[src/rtl/pic_pkg.sv]
package pic_pkg;
  localparam int VEC_W      = 8;
  localparam int CELL_LINES = 8;
  localparam int SEL_W      = 3;
  localparam logic [SEL_W-1:0] CASCADE_PIN  = 3'd2;
  localparam logic [SEL_W-1:0] SPURIOUS_PIN = 3'd7;

  // vector = upper base bits joined with the input number
  function automatic logic [VEC_W-1:0] form_vector(input logic [VEC_W-1:0] base,
                                                   input logic [SEL_W-1:0] pin);
    return {base[VEC_W-1:SEL_W], pin};
  endfunction

  // poll code: cascade results carry 8 plus the secondary input
  function automatic logic [VEC_W-1:0] form_poll(input logic casc,
                                                 input logic [SEL_W-1:0] pin);
    return {{(VEC_W-SEL_W-1){1'b0}}, casc, pin};
  endfunction
endpackage

[src/rtl/pic_resolver.sv]
module pic_resolver #(
  parameter int          LINES     = 8,
  parameter logic [7:0]  TRIG_MASK = 8'hFF
) (
  input  logic             clk,
  input  logic             rst_n,
  input  logic [LINES-1:0] lines,
  input  logic [LINES-1:0] mask,
  input  logic [LINES-1:0] casc_set,
  input  logic             trig_wr,
  input  logic [LINES-1:0] trig_data,
  input  logic             ack_stb,
  input  logic             poll_stb,
  input  logic             eoi_stb,
  output logic             win_valid,
  output logic [$clog2(LINES)-1:0] win_idx
);
  localparam int IW = $clog2(LINES);
  localparam int PW = IW + 1;
  localparam logic [PW-1:0] NONE = PW'(LINES);
  localparam logic [LINES-1:0] ONE = {{(LINES-1){1'b0}}, 1'b1};

  function automatic logic [PW-1:0] first_set(input logic [LINES-1:0] v);
    logic [PW-1:0] r;
    r = NONE;
    for (int i = LINES - 1; i >= 0; i--)
      if (v[i]) r = PW'(i);
    return r;
  endfunction

  logic [LINES-1:0] irr_q, isr_q, trig_q, prev_q;
  logic [PW-1:0]    req_pri, srv_pri;
  logic [LINES-1:0] win_oh, eoi_oh, rise, irr_base, irr_clr;
  logic             ack_hit, poll_hit;

  assign req_pri   = first_set(irr_q & ~mask);
  assign srv_pri   = first_set(isr_q);
  assign win_valid = (req_pri < srv_pri);
  assign win_idx   = req_pri[IW-1:0];
  assign win_oh    = win_valid ? (ONE << win_idx) : '0;
  assign ack_hit   = ack_stb & win_valid;
  assign poll_hit  = poll_stb & win_valid;
  assign eoi_oh    = (eoi_stb && srv_pri != NONE) ? (ONE << srv_pri[IW-1:0]) : '0;
  assign rise      = lines & ~prev_q;

  // level inputs follow the line; edge inputs hold until cleared
  assign irr_base = (trig_q & lines) | (~trig_q & (irr_q | rise)) | casc_set;
  assign irr_clr  = (ack_hit ? (win_oh & ~trig_q) : '0) | (poll_hit ? win_oh : '0);

  always_ff @(posedge clk) begin
    if (!rst_n) begin
      irr_q  <= '0;
      isr_q  <= '0;
      trig_q <= '0;
      prev_q <= '0;
    end else begin
      prev_q <= lines;
      irr_q  <= irr_base & ~irr_clr;
      isr_q  <= (isr_q & ~eoi_oh & ~(poll_hit ? win_oh : '0)) | (ack_hit ? win_oh : '0);
      if (trig_wr) trig_q <= trig_data & TRIG_MASK[LINES-1:0];
    end
  end

  p_ack_marks_service_r5: assert property (@(posedge clk) disable iff (!rst_n)
    ack_hit |=> isr_q[$past(win_idx)]);

  p_edge_cleared_on_ack_r9: assert property (@(posedge clk) disable iff (!rst_n)
    (ack_hit && !trig_q[win_idx]) |=> !irr_q[$past(win_idx)]);

  p_poll_clears_r10: assert property (@(posedge clk) disable iff (!rst_n)
    poll_hit |=> (!irr_q[$past(win_idx)] && !isr_q[$past(win_idx)]));

  p_eoi_clears_top_r12: assert property (@(posedge clk) disable iff (!rst_n)
    (eoi_stb && (|isr_q)) |=> !isr_q[$past(srv_pri[IW-1:0])]);
endmodule

[src/rtl/pic_ack_unit.sv]
module pic_ack_unit
  import pic_pkg::*;
(
  input  logic             clk,
  input  logic             rst_n,
  input  logic             inta,
  input  logic             poll,
  input  logic             m_valid,
  input  logic [SEL_W-1:0] m_idx,
  input  logic             s_valid,
  input  logic [SEL_W-1:0] s_idx,
  input  logic [VEC_W-1:0] base_m,
  input  logic [VEC_W-1:0] base_s,
  output logic             m_ack,
  output logic             s_ack,
  output logic             m_poll,
  output logic             s_poll,
  output logic [VEC_W-1:0] vector_q,
  output logic [VEC_W-1:0] poll_q
);
  logic             take_poll, m_casc;
  logic [SEL_W-1:0] s_pin;
  logic [VEC_W-1:0] ack_vec, poll_val;

  assign take_poll = poll & ~inta;
  assign m_casc    = m_valid && (m_idx == CASCADE_PIN);
  assign s_pin     = s_valid ? s_idx : SPURIOUS_PIN;
  assign m_ack     = inta;
  assign s_ack     = inta & m_casc;
  assign m_poll    = take_poll;
  assign s_poll    = take_poll & m_casc;

  always_comb begin
    if (!m_valid)    ack_vec = form_vector(base_m, SPURIOUS_PIN);
    else if (m_casc) ack_vec = form_vector(base_s, s_pin);
    else             ack_vec = form_vector(base_m, m_idx);
  end

  always_comb begin
    if (!m_valid)    poll_val = form_poll(1'b0, SPURIOUS_PIN);
    else if (m_casc) poll_val = form_poll(1'b1, s_pin);
    else             poll_val = form_poll(1'b0, m_idx);
  end

  always_ff @(posedge clk) begin
    if (!rst_n) begin
      vector_q <= '0;
      poll_q   <= '0;
    end else begin
      if (inta)      vector_q <= ack_vec;
      if (take_poll) poll_q   <= poll_val;
    end
  end

  p_master_spurious_r7: assert property (@(posedge clk) disable iff (!rst_n)
    (inta && !m_valid) |=> (vector_q[SEL_W-1:0] == SPURIOUS_PIN &&
                            vector_q[VEC_W-1:SEL_W] == $past(base_m[VEC_W-1:SEL_W])));

  p_poll_primary_range_r10: assert property (@(posedge clk) disable iff (!rst_n)
    (take_poll && !m_casc) |=> (poll_q < 8));

  p_poll_cascade_range_r11: assert property (@(posedge clk) disable iff (!rst_n)
    (take_poll && m_casc) |=> (poll_q >= 8 && poll_q < 16));
endmodule

[src/rtl/pic_cascade_top.sv]
module pic_cascade_top
  import pic_pkg::*;
#(
  parameter logic [7:0] MASTER_TRIG_MASK = 8'hF8,
  parameter logic [7:0] SLAVE_TRIG_MASK  = 8'hDE
) (
  input  logic        clk,
  input  logic        rst_n,
  input  logic [15:0] irq_in,
  input  logic [15:0] mask_in,
  input  logic        trig_wr_m,
  input  logic        trig_wr_s,
  input  logic [7:0]  trig_data,
  input  logic [7:0]  base_m,
  input  logic [7:0]  base_s,
  input  logic        eoi_m,
  input  logic        eoi_s,
  input  logic        inta,
  input  logic        poll,
  output logic        int_out,
  output logic [7:0]  vector,
  output logic [7:0]  poll_result
);
  localparam int NCELL = 2;
  localparam logic [CELL_LINES-1:0] CASC_BIT = {{(CELL_LINES-1){1'b0}}, 1'b1} << CASCADE_PIN;

  logic [NCELL-1:0] cell_valid, cell_ack, cell_poll, cell_eoi, cell_trig;
  logic [SEL_W-1:0] cell_idx  [NCELL];
  logic [CELL_LINES-1:0] cell_casc [NCELL];

  // secondary winner is captured as an edge on primary input 2
  assign cell_casc[0] = cell_valid[1] ? CASC_BIT : '0;
  assign cell_casc[1] = '0;
  assign cell_eoi     = {eoi_s, eoi_m};
  assign cell_trig    = {trig_wr_s, trig_wr_m};

  for (genvar c = 0; c < NCELL; c++) begin : g_cell
    localparam logic [7:0] TM = (c == 0) ? MASTER_TRIG_MASK : SLAVE_TRIG_MASK;
    pic_resolver #(.LINES(CELL_LINES), .TRIG_MASK(TM)) u_res (
      .clk       (clk),
      .rst_n     (rst_n),
      .lines     (irq_in[c*CELL_LINES +: CELL_LINES]),
      .mask      (mask_in[c*CELL_LINES +: CELL_LINES]),
      .casc_set  (cell_casc[c]),
      .trig_wr   (cell_trig[c]),
      .trig_data (trig_data),
      .ack_stb   (cell_ack[c]),
      .poll_stb  (cell_poll[c]),
      .eoi_stb   (cell_eoi[c]),
      .win_valid (cell_valid[c]),
      .win_idx   (cell_idx[c])
    );
  end

  pic_ack_unit u_ack (
    .clk      (clk),
    .rst_n    (rst_n),
    .inta     (inta),
    .poll     (poll),
    .m_valid  (cell_valid[0]),
    .m_idx    (cell_idx[0]),
    .s_valid  (cell_valid[1]),
    .s_idx    (cell_idx[1]),
    .base_m   (base_m),
    .base_s   (base_s),
    .m_ack    (cell_ack[0]),
    .s_ack    (cell_ack[1]),
    .m_poll   (cell_poll[0]),
    .s_poll   (cell_poll[1]),
    .vector_q (vector),
    .poll_q   (poll_result)
  );

  assign int_out = cell_valid[0];

  p_cascade_rank_r2: assert property (@(posedge clk) disable iff (!rst_n)
    (inta && cell_ack[1]) |-> (cell_idx[0] == CASCADE_PIN));

  p_vector_cascade_base_r5: assert property (@(posedge clk) disable iff (!rst_n)
    (inta && cell_valid[0] && cell_idx[0] == CASCADE_PIN && cell_valid[1])
      |=> (vector[SEL_W-1:0] == $past(cell_idx[1])));
endmodule

[config.mk]
export PLATFORM = sky130hd
export DESIGN_NAME = pic_cascade_top
export DESIGN_NICKNAME = d
export VERILOG_FILES = /design/src/rtl/pic_pkg.sv /design/src/rtl/pic_resolver.sv /design/src/rtl/pic_ack_unit.sv /design/src/rtl/pic_cascade_top.sv
export SDC_FILE = /design/constraint.sdc
export NUM_CORES = 1
export LEC_CHECK = 0
export BUFFER_PORTS_ARGS = -buffer_cell sky130_fd_sc_hd__buf_2
export CORE_AREA = 5 5 102 80
export DETAILED_ROUTE_END_ITERATION = 16
export DIE_AREA = 0 0 107 85
export PLACE_DENSITY = 0.78
export SYNTH_ARGS = -nofsm -noshare
export SYNTH_HDL_FRONTEND = slang
export SYNTH_SLANG_ARGS = --single-unit
export TNS_END_PERCENT = 50
[constraint.sdc]
create_clock -name clk -period 3.9 [get_ports clk]
set_input_delay 0.78 -clock clk [delete_from_list [all_inputs] [get_ports clk]]
set_output_delay 0.78 -clock clk [all_outputs]
set_load 0.05 [all_outputs]
==> flow_metrics.env, run 1 <==
export IMPL_status="finished clean"
export IMPL_start_util=0.525
export IMPL_max_slew_margin=0.419
export IMPL_die_h_um=85
export IMPL_dieArea_um2=9100
export IMPL_setup_viol=0
export IMPL_rows=27
export IMPL_root_buffer="clkbuf_8"
export IMPL_clock_path_buffers=2
export IMPL_drt_iter0_drc=183
export IMPL_fin_area_um2=4320
export IMPL_pwr_share_clk=0.262
export IMPL_grt_overflow=0
export IMPL_min_path_type="reg2reg"
export IMPL_power_leakage_nw=1.86
export IMPL_clock_latency_ns=0.36
export IMPL_whs_ns=0.489
export IMPL_final_hold_viol_count=0
export IMPL_grt_pass1_vias=3495
export IMPL_met3_usage=0.0684
export IMPL_wire_per_inst_um=16.7
export IMPL_finalCritPeriodShare=0.947
export IMPL_yosys_warnings=0
export IMPL_grt_max_degree=50
export IMPL_rsz0062_at_grt="false"
export IMPL_ant_nets=0
export IMPL_startpoint_type="input port"
export IMPL_power_switching_share=0.398
export IMPL_p_int_w=0.00126
export IMPL_vias_per_cell=5.84
export IMPL_synth_ff_type="dfxtp_1"
export IMPL_synth_edff_count=0
export IMPL_syn_area_per_cell_um2=8.26
export IMPL_yosys_area_top_type_share=0.382
export IMPL_vias=3558
export IMPL_critPathKind="in2out"
export IMPL_cts_sinks=71
export IMPL_place_congestion=1.01
export IMPL_cts_resized=0
export IMPL_fmax_mhz=271
export IMPL_cap_violations=0
export IMPL_io_buffers=69
export IMPL_synth_distinct_cells=64
export IMPL_critPathArrivalTime_ns=2.92
export IMPL_cts_tree="yes"
export IMPL_grt_met2_usage=0.351
export IMPL_ir_drop_uv=285
export IMPL_grt_util_all_layers=0.234
export IMPL_nNetsFinal=587
export IMPL_synthArstFlopShare=0
export IMPL_critical_path_required_ns=3.12
export IMPL_cts_hold_buf=0
export IMPL_maxSlewViolCount=0
export IMPL_die_w_um=107
export IMPL_num_io_pins=81
export IMPL_h_tree_depth=3
export IMPL_power_switching_w=0.000833
export IMPL_synth_area_um2=3720
export IMPL_busiest_layer="met2"
export IMPL_ys_seq_area_frac=0.382
export IMPL_firstDrtPassIters=5
export IMPL_fin_util=0.609
export IMPL_synth_seq_cells=71
export IMPL_antenna_found_initial=0
export IMPL_pwr_share_seq=0.392
export IMPL_core_area_um2=7090
export IMPL_area_growth_pct=16.0
export IMPL_grtUsageMet1=0.329
export IMPL_diodes=0
export IMPL_cp_end_kind="primary output"
export IMPL_synth_area_leader_cell="dfxtp_1"
export IMPL_drc_errors=0
export IMPL_synthTopCellsByArea="dfxtp_1 (38%), o21ai_0 (5.6%), mux2i_1 (4.3%)"
export IMPL_comb_power_share=0.346
export IMPL_tns_ns=0
export IMPL_tightest_slew_ns=0.861
export IMPL_drive_above_1_share=0.209
export IMPL_p_per_area_nw_per_um2=484
export IMPL_syn_inst=451
export IMPL_post_cts_buffers=0
export IMPL_cts_buffers=9
export IMPL_path_max_fanout=5
export IMPL_fin_crit_ns=3.70
export IMPL_place_hpwl_um=7680
export IMPL_dpl_cell_count=593
export IMPL_instances_no_fill=609
export IMPL_clock_skew_ns=0.0113
export IMPL_place_area_um2=4140
export IMPL_clkTransAtPathRegs_ns=0.08
export IMPL_grt_first_pass_wirelength_um=17000
export IMPL_wirelength_um=10200
-- per-layer routing --
| layer | up-vias | routed length (µm) |
|---|---|---|
| li1 | 1748 | - |
| met1 | 1674 | 4880 |
| met2 | 126 | 4430 |
| met3 | 10 | 753 |
| met4 | 0 | 97 |
| met5 | - | 0 |
-- flip-flops by register name, summed over array words and instances (netlist names) --
| register | cells |
|---|---|
| u_ack.vector_q | 8 |
| g_cell.u_res.trig_q | 11 |
| u_ack.poll_q | 4 |
| g_cell.u_res.prev_q | 16 |
| g_cell.u_res.isr_q | 16 |
| g_cell.u_res.irr_q | 16 |
-- layout make-up --
cell class	count	area, µm²
Clock buffer	9	124
Clock inverter	7	55.1
Fill cell	640	2770
Inverter	29	111
Multi-Input combinational cell	329	2100
Sequential cell	71	1420
Tap cell	87	109
Timing Repair Buffer	77	405
-- cells by family (layout without fill, tap and decap cells) --
group                    Yosys count  count (layout)  synth area share
multiplexers                      16              16            0.0430
other                              1               4           0.00101
adder cells (fa/ha/maj)            6               6            0.0202
flip-flops                        71              71             0.382
buffers and inverters             54             122            0.0608
AO/OA/AOI/OAI                    147             147             0.267
AND/OR/NAND/NOR                  156             156             0.226
-- worst paths after layout --
| path | from | end | slack (ns) | cells past startpoint |
|---|---|---|---|---|
| max | mask_in[7] | int_out | 0.20 | 12 |
| min | u_ack.poll_q[3] | u_ack.poll_q[3] | 0.49 | 2 |
| max reg2reg | g_cell[0].u_res.isr_q[2] | g_cell[1].u_res.irr_q[1] | 0.74 | 10 |
| min reg2reg | u_ack.poll_q[3] | u_ack.poll_q[3] | 0.49 | 2 |
-- cells in the final DEF (no fill, tap or decap), types with 4 or more instances in the layout --
| cell | netlist | layout |
|---|---|---|
| nor2_1 | 38 | 38 |
| buf_4 | 5 | 8 |
| a21oi_1 | 25 | 24 |
| conb_1 | 1 | 4 |
| clkbuf_8 | 0 | 9 |
| ha_1 | 6 | 6 |
| nand3_1 | 6 | 6 |
| a221oi_1 | 7 | 7 |
| dfxtp_1 | 71 | 71 |
| nor3_1 | 7 | 7 |
| buf_2 | 2 | 69 |
| nor4_1 | 4 | 4 |
| mux2i_1 | 16 | 16 |
| nand2_1 | 24 | 24 |
| nand2b_1 | 20 | 20 |
| o311ai_0 | 4 | 4 |
| o21ai_0 | 42 | 42 |
| nor2b_1 | 16 | 16 |
| a41oi_1 | 6 | 6 |
| o21ai_1 | 5 | 4 |
| inv_1 | 28 | 28 |
| a21o_1 | 4 | 4 |
| a311oi_1 | 4 | 4 |
| and2_1 | 20 | 20 |
| o211ai_1 | 5 | 5 |
| a31oi_1 | 11 | 11 |
-- power by group through the flow --
stage,clock network (W),registers [W],logic (W)
floorplan,0,0.000876,0.000459
global placement,0,0.000833,0.000680
detailed placement,0,0.000836,0.000702
CTS,0.000560,0.000819,0.000705
global route,0.000594,0.000827,0.000782
finish,0.000549,0.000820,0.000725
-- stage by stage --
step	power (W)	setup slack, ns
floorplan	0.00134	0.558
global placement	0.00151	0.230
detailed placement	0.00154	0.102
CTS	0.00208	0.0920
global route	0.00220	0.0830
finish	0.00209	0.205
-- Yosys cell counts, types with 6 or more instances --
cell and number:
nor3_1 7, inv_1 28, a41oi_1 6, nand3_1 6
nor2b_1 16, nand2b_1 20, a221oi_1 7, clkbuf_1 17
ha_1 6, and2_1 20, nor2_1 38, mux2i_1 16
o21ai_0 42, a21oi_1 25, nand2_1 24, a31oi_1 11
dfxtp_1 71
-- critical path, stage by stage --
cell and delay (ns):
buf_2 0.09, nand2b_1 0.16, a221oi_1 0.39, o21ai_2 0.15, inv_1 0.15, ha_1 0.24
o21ai_1 0.13, nand2b_1 0.08, a21oi_2 0.25, a31oi_4 0.11, inv_4 0.11, buf_2 0.26
Note: power is estimated with default switching activity, not from simulation.
==> inputs of run 2 (changes only) <==
--- a/config.mk
+++ b/config.mk
@@ -12,2 +12,3 @@
 export PLACE_DENSITY = 0.78
+export SLEW_MARGIN = 0
 export SYNTH_ARGS = -nofsm -noshare
==> constraint.sdc (replaced) <==
create_clock -name clk -period 3.9 [get_ports clk]
set_input_delay 0.39 -clock clk [delete_from_list [all_inputs] [get_ports clk]]
set_output_delay 0.39 -clock clk [all_outputs]
set_load 0.05 [all_outputs]
==> flow_metrics.env, run 2 (synthesized netlist as in run 1, its figures left out) <==
export IMPL_status="finished clean"
export IMPL_final_common_cell="dfxtp_1"
export IMPL_post_cts_buffers=0
export IMPL_path_cells="nor2b_1 > a221oi_1 > o21ai_1 > inv_1 > ha_1 > o21ai_1 > nand2b_1 > a21oi_1 > a31oi_4 > inv_4 > buf_2"
export IMPL_r2r_start="g_cell[1].u_res.isr_q[0]"
export IMPL_place_hpwl_um=7530
export IMPL_wire_per_inst_um=16.4
export IMPL_nNetsFinal=584
export IMPL_power_leakage_nw=1.85
export IMPL_start_util=0.525
export IMPL_ant_nets=0
export IMPL_clock_skew_ns=0.0106
export IMPL_drt_iter0_drc=214
export IMPL_crit_cells=11
export IMPL_max_slew_margin=0.359
export IMPL_cts_hold_buf=0
export IMPL_rows=27
export IMPL_antenna_found_initial=0
export IMPL_setup_reg_to_reg_worst_slack_ns=0.79
export IMPL_tightest_slew_ns=0.958
export IMPL_firstDrtPassIters=5
export IMPL_maxSlewViolCount=0
export IMPL_startpoint_type="register"
export IMPL_vias_per_cell=5.92
export IMPL_h_tree_depth=3
export IMPL_ir_drop_uv=272
export IMPL_dieArea_um2=9100
export IMPL_cts_tree="yes"
export IMPL_die_w_um=107
export IMPL_fin_crit_ns=3.29
export IMPL_r2r_end="g_cell[1].u_res.isr_q[6]"
export IMPL_tns_ns=0
export IMPL_grt_overflow=0
export IMPL_cts_buffers=9
export IMPL_io_buffers=69
export IMPL_drive_above_1_share=0.200
export IMPL_cp_num_buf_inv=3
export IMPL_min_path_type="in2reg"
export IMPL_wirelength_um=9970
export IMPL_clkTransAtPathRegs_ns=0.09
export IMPL_critPathKind="reg2out"
export IMPL_final_hold_viol_count=0
export IMPL_setup_viol=0
export IMPL_hold_end="g_cell[1].u_res.prev_q[3]"
export IMPL_die_h_um=85
export IMPL_vias=3587
export IMPL_rr_worst_depth=9
export IMPL_grt_max_degree=50
export IMPL_fin_ws_ns=0.612
export IMPL_most_common_layout_cells="dfxtp_1 (71), buf_2 (69), o21ai_0 (42)"
export IMPL_critPathArrivalTime_ns=2.90
export IMPL_core_area_um2=7090
export IMPL_critical_path_required_ns=3.51
export IMPL_n_fill_cell=662
export IMPL_path_max_fanout=7
export IMPL_root_buffer="clkbuf_8"
export IMPL_cts_sinks=71
export IMPL_area_growth_pct=15.5
export IMPL_grt_pass1_vias=3429
export IMPL_clock_latency_ns=0.35
export IMPL_cp_slowest_stage_delay_ns=0.36
export IMPL_post_place_ws_ns=0.727
export IMPL_cap_violations=0
export IMPL_grt_first_pass_wirelength_um=16500
export IMPL_num_io_pins=81
export IMPL_critical_path_most_common_cell="o21ai_1"
export IMPL_top_regs="g_cell.u_res.irr_q x16, g_cell.u_res.isr_q x16, g_cell.u_res.prev_q x16"
export IMPL_fmax_mhz=304
export IMPL_cts_resized=0
export IMPL_diodes=0
export IMPL_slowest_stage="dfxtp_1"
export IMPL_finalCritPeriodShare=0.843
export IMPL_rsz0062_at_grt="false"
export IMPL_min_from="irq_in[11]"
export IMPL_hold_depth=2
export IMPL_place_congestion=0.981
export IMPL_critical_path_top_delay_family="compound AO/OA/AOI/OAI gates"
export IMPL_p_per_area_nw_per_um2=481
export IMPL_clock_path_buffers=2
export IMPL_drc_errors=0
export IMPL_whs_ns=0.242
export IMPL_cp_end_kind="primary output"
export IMPL_grt_util_all_layers=0.226
[run 2: cell type report]
class	instances	area, µm²	share of cell area
Clock buffer	10	138	0.0320
Clock inverter	6	51.3	0.0119
Inverter	29	111	0.0259
Multi-Input combinational cell	329	2090	0.485
Sequential cell	71	1420	0.330
Tap cell	87	109	0.0253
Timing Repair Buffer	74	383	0.0890
[run 2: worst max path at each step]
| stage | from | end | slack, ns |
|---|---|---|---|
| floorplan | mask_in[14] | g_cell[1].u_res.isr_q[4] | 0.95 |
| global placement | mask_in[7] | g_cell[1].u_res.isr_q[3] | 0.80 |
| detailed placement | mask_in[7] | g_cell[1].u_res.isr_q[6] | 0.73 |
| CTS | g_cell[0].u_res.irr_q[4] | int_out | 0.65 |
| global route | g_cell[0].u_res.irr_q[4] | int_out | 0.37 |
| finish | g_cell[0].u_res.irr_q[4] | int_out | 0.61 |
[run 2: stage by stage]
stage / total power [W] / util / cells / area [µm²]
after global routing: 0.00218 / 0.606 / 606 / 4300
after floorplan: 0.00134 / - / 454 / 3740
after detailed placement: 0.00151 / 0.580 / 590 / 4110
after global placement: 0.00149 / 0.580 / 590 / 4110
after CTS: 0.00207 / 0.606 / 606 / 4300
final: 0.00207 / 0.606 / 606 / 4300
[run 2: report_power, final]
group / internal, W / switching [W]
sequential: 0.000781 / 0.0000387
clock: 0.000256 / 0.000303
combinational: 0.000223 / 0.000467
total: 0.00126 / 0.000808
[run 2: worst reg2reg max path, cell delays in order, from the launching register on]
cell	delay (ns)
dfxtp_1	0.36
nor4_1	0.56
nand2_1	0.13
ha_1	0.33
a211oi_1	0.26
o21ai_1	0.15
a211o_1	0.33
a21oi_2	0.47
a31oi_1	0.17
a41o_1	0.24
[run 2: per-layer routing]
metal	GRT usage	wire, µm	part of all wire
met5	0	0	0
met4	0.0523	96	0.0096
met3	0.0669	833	0.084
met2	0.342	4350	0.44
met1	0.318	4680	0.47
==> inputs of run 3 (changes only) <==
- clock period: 3.9 -> 3.1 ns (I/O delays scaled with it)
==> flow_metrics.env, run 3 (synthesized netlist as in run 1, its figures left out) <==
export IMPL_status="finished clean"
export IMPL_tns_ns=0
export IMPL_cp_slowest_stage_delay_ns=0.41
export IMPL_vias_per_cell=5.86
export IMPL_wire_per_inst_um=16.7
export IMPL_vias=3601
export IMPL_drt_iter0_drc=290
export IMPL_clock_path_buffers=2
export IMPL_max_slew_margin=0.452
export IMPL_fin_crit_ns=2.94
export IMPL_rows=27
export IMPL_grt_max_degree=50
export IMPL_cts_tree="yes"
export IMPL_final_common_cell="dfxtp_1"
export IMPL_clock_skew_ns=0.0131
export IMPL_p_per_area_nw_per_um2=617
export IMPL_dieArea_um2=9100
export IMPL_clock_latency_ns=0.36
export IMPL_diodes=0
export IMPL_core_area_um2=7090
export IMPL_maxSlewViolCount=0
export IMPL_cp_num_buf_inv=3
export IMPL_clkTransAtPathRegs_ns=0.09
export IMPL_setup_reg_to_reg_worst_slack_ns=0.25
export IMPL_grt_util_all_layers=0.231
export IMPL_r2r_start="g_cell[1].u_res.isr_q[0]"
export IMPL_ir_drop_uv=345
export IMPL_die_w_um=107
export IMPL_place_congestion=0.973
export IMPL_fin_area_um2=4440
export IMPL_tightest_slew_ns=0.811
export IMPL_drc_errors=0
export IMPL_die_h_um=85
export IMPL_grt_overflow=0
export IMPL_place_area_um2=4190
export IMPL_startpoint="g_cell[0].u_res.isr_q[0]"
export IMPL_setup_viol=0
export IMPL_area_growth_pct=19.1
export IMPL_rsz0062_at_grt="false"
export IMPL_r2r_end="u_ack.vector_q[1]"
export IMPL_cts_hold_buf=0
export IMPL_most_common_layout_cells="dfxtp_1 (71), buf_2 (68), o21ai_0 (42)"
export IMPL_io_buffers=69
export IMPL_critPathArrivalTime_ns=2.63
export IMPL_critical_path_most_common_cell="buf_4"
export IMPL_wirelength_um=10300
export IMPL_rr_worst_depth=10
export IMPL_cap_violations=0
export IMPL_top_regs="g_cell.u_res.irr_q x16, g_cell.u_res.isr_q x16, g_cell.u_res.prev_q x16"
export IMPL_power_total_w=0.00274
export IMPL_cts_sinks=71
export IMPL_root_buffer="clkbuf_8"
export IMPL_cts_buffers=9
export IMPL_slowest_stage="nor4_2"
export IMPL_finalCritPeriodShare=0.950
export IMPL_crit_end="int_out"
export IMPL_grt_first_pass_wirelength_um=17000
export IMPL_drive_above_1_share=0.231
export IMPL_final_hold_viol_count=0
export IMPL_critPathKind="reg2out"
export IMPL_cp_end_kind="primary output"
export IMPL_nNetsFinal=594
export IMPL_startpoint_type="register"
export IMPL_fmax_mhz=340
export IMPL_antenna_found_initial=0
export IMPL_firstDrtPassIters=5
export IMPL_post_cts_buffers=0
export IMPL_place_hpwl_um=7650
export IMPL_power_leakage_nw=1.91
export IMPL_h_tree_depth=3
export IMPL_min_path_type="in2reg"
export IMPL_path_max_fanout=6
export IMPL_num_io_pins=81
export IMPL_start_util=0.525
export IMPL_grt_pass1_vias=3492
export IMPL_ant_nets=0
export IMPL_path_cells="nor4_2 > o41ai_2 > ha_1 > o21ai_1 > nand2b_1 > a21oi_2 > a31oi_4 > inv_4 > buf_4 > buf_4"
export IMPL_critical_path_required_ns=2.79
export IMPL_crit_cells=10
export IMPL_critical_path_top_delay_family="compound AO/OA/AOI/OAI gates"
run 3: changes by cell type in the layout (fill, tap and decap cells not counted), moves of 2 or more:
cell	previous run	this run
buf_4	5	16
a221oi_2	0	2
a221oi_1	7	5
nor2b_1	16	14
run 3: where the power goes:
group	internal, W	switching (W)	total [W]
Clock	0.000372	0.000371	0.000743
Combinational	0.000348	0.000614	0.000963
Sequential	0.000983	0.0000472	0.00103
run 3: cell type report:
class / count / area (µm²)
Clock buffer: 9 / 124
Clock inverter: 6 / 71.3
Fill cell: 646 / 2660
Inverter: 29 / 111
Multi-Input combinational cell: 329 / 2140
Sequential cell: 71 / 1420
Tap cell: 87 / 109
Timing Repair Buffer: 84 / 460
run 3: how the worst min path moves through the flow:
stage	cells past startpoint	start	to	slack, ns
finish	2	irq_in[6]	g_cell[0].u_res.prev_q[6]	0.16
global route	2	irq_in[7]	g_cell[0].u_res.prev_q[7]	0.15
CTS	2	irq_in[7]	g_cell[0].u_res.prev_q[7]	0.15
detailed placement	2	u_ack.poll_q[3]	u_ack.poll_q[3]	0.45
global placement	2	u_ack.poll_q[3]	u_ack.poll_q[3]	0.45
floorplan	1	eoi_m	g_cell[0].u_res.isr_q[0]	0.43
run 3: per-stage QoR:
stage	instances	utilization	setup WS, ns	hold slack (ns)
after floorplan	454	-	0.211	0.427
after global placement	600	0.590	0.257	0.455
after detailed placement	600	0.590	0.238	0.453
after CTS	615	0.620	0.0161	0.149
after global routing	615	0.625	0.00427	0.152
final	615	0.625	0.156	0.160
run 3: metal layers:
layer / vias up / global-route usage / part of all wire
met5: - / 0 / 0
met4: 0 / 0.0674 / 0.011
met3: 14 / 0.0540 / 0.083
met2: 143 / 0.354 / 0.43
met1: 1682 / 0.325 / 0.47
li1: 1762 / - / -
run 3: repair_timing:
| action | in CTS | in global routing |
|---|---|---|
| cloned | 0 | 0 |
| resized for setup | 3 | 9 |
| pin swaps | 0 | 1 |
| setup endpoints to repair | 1 | 4 |
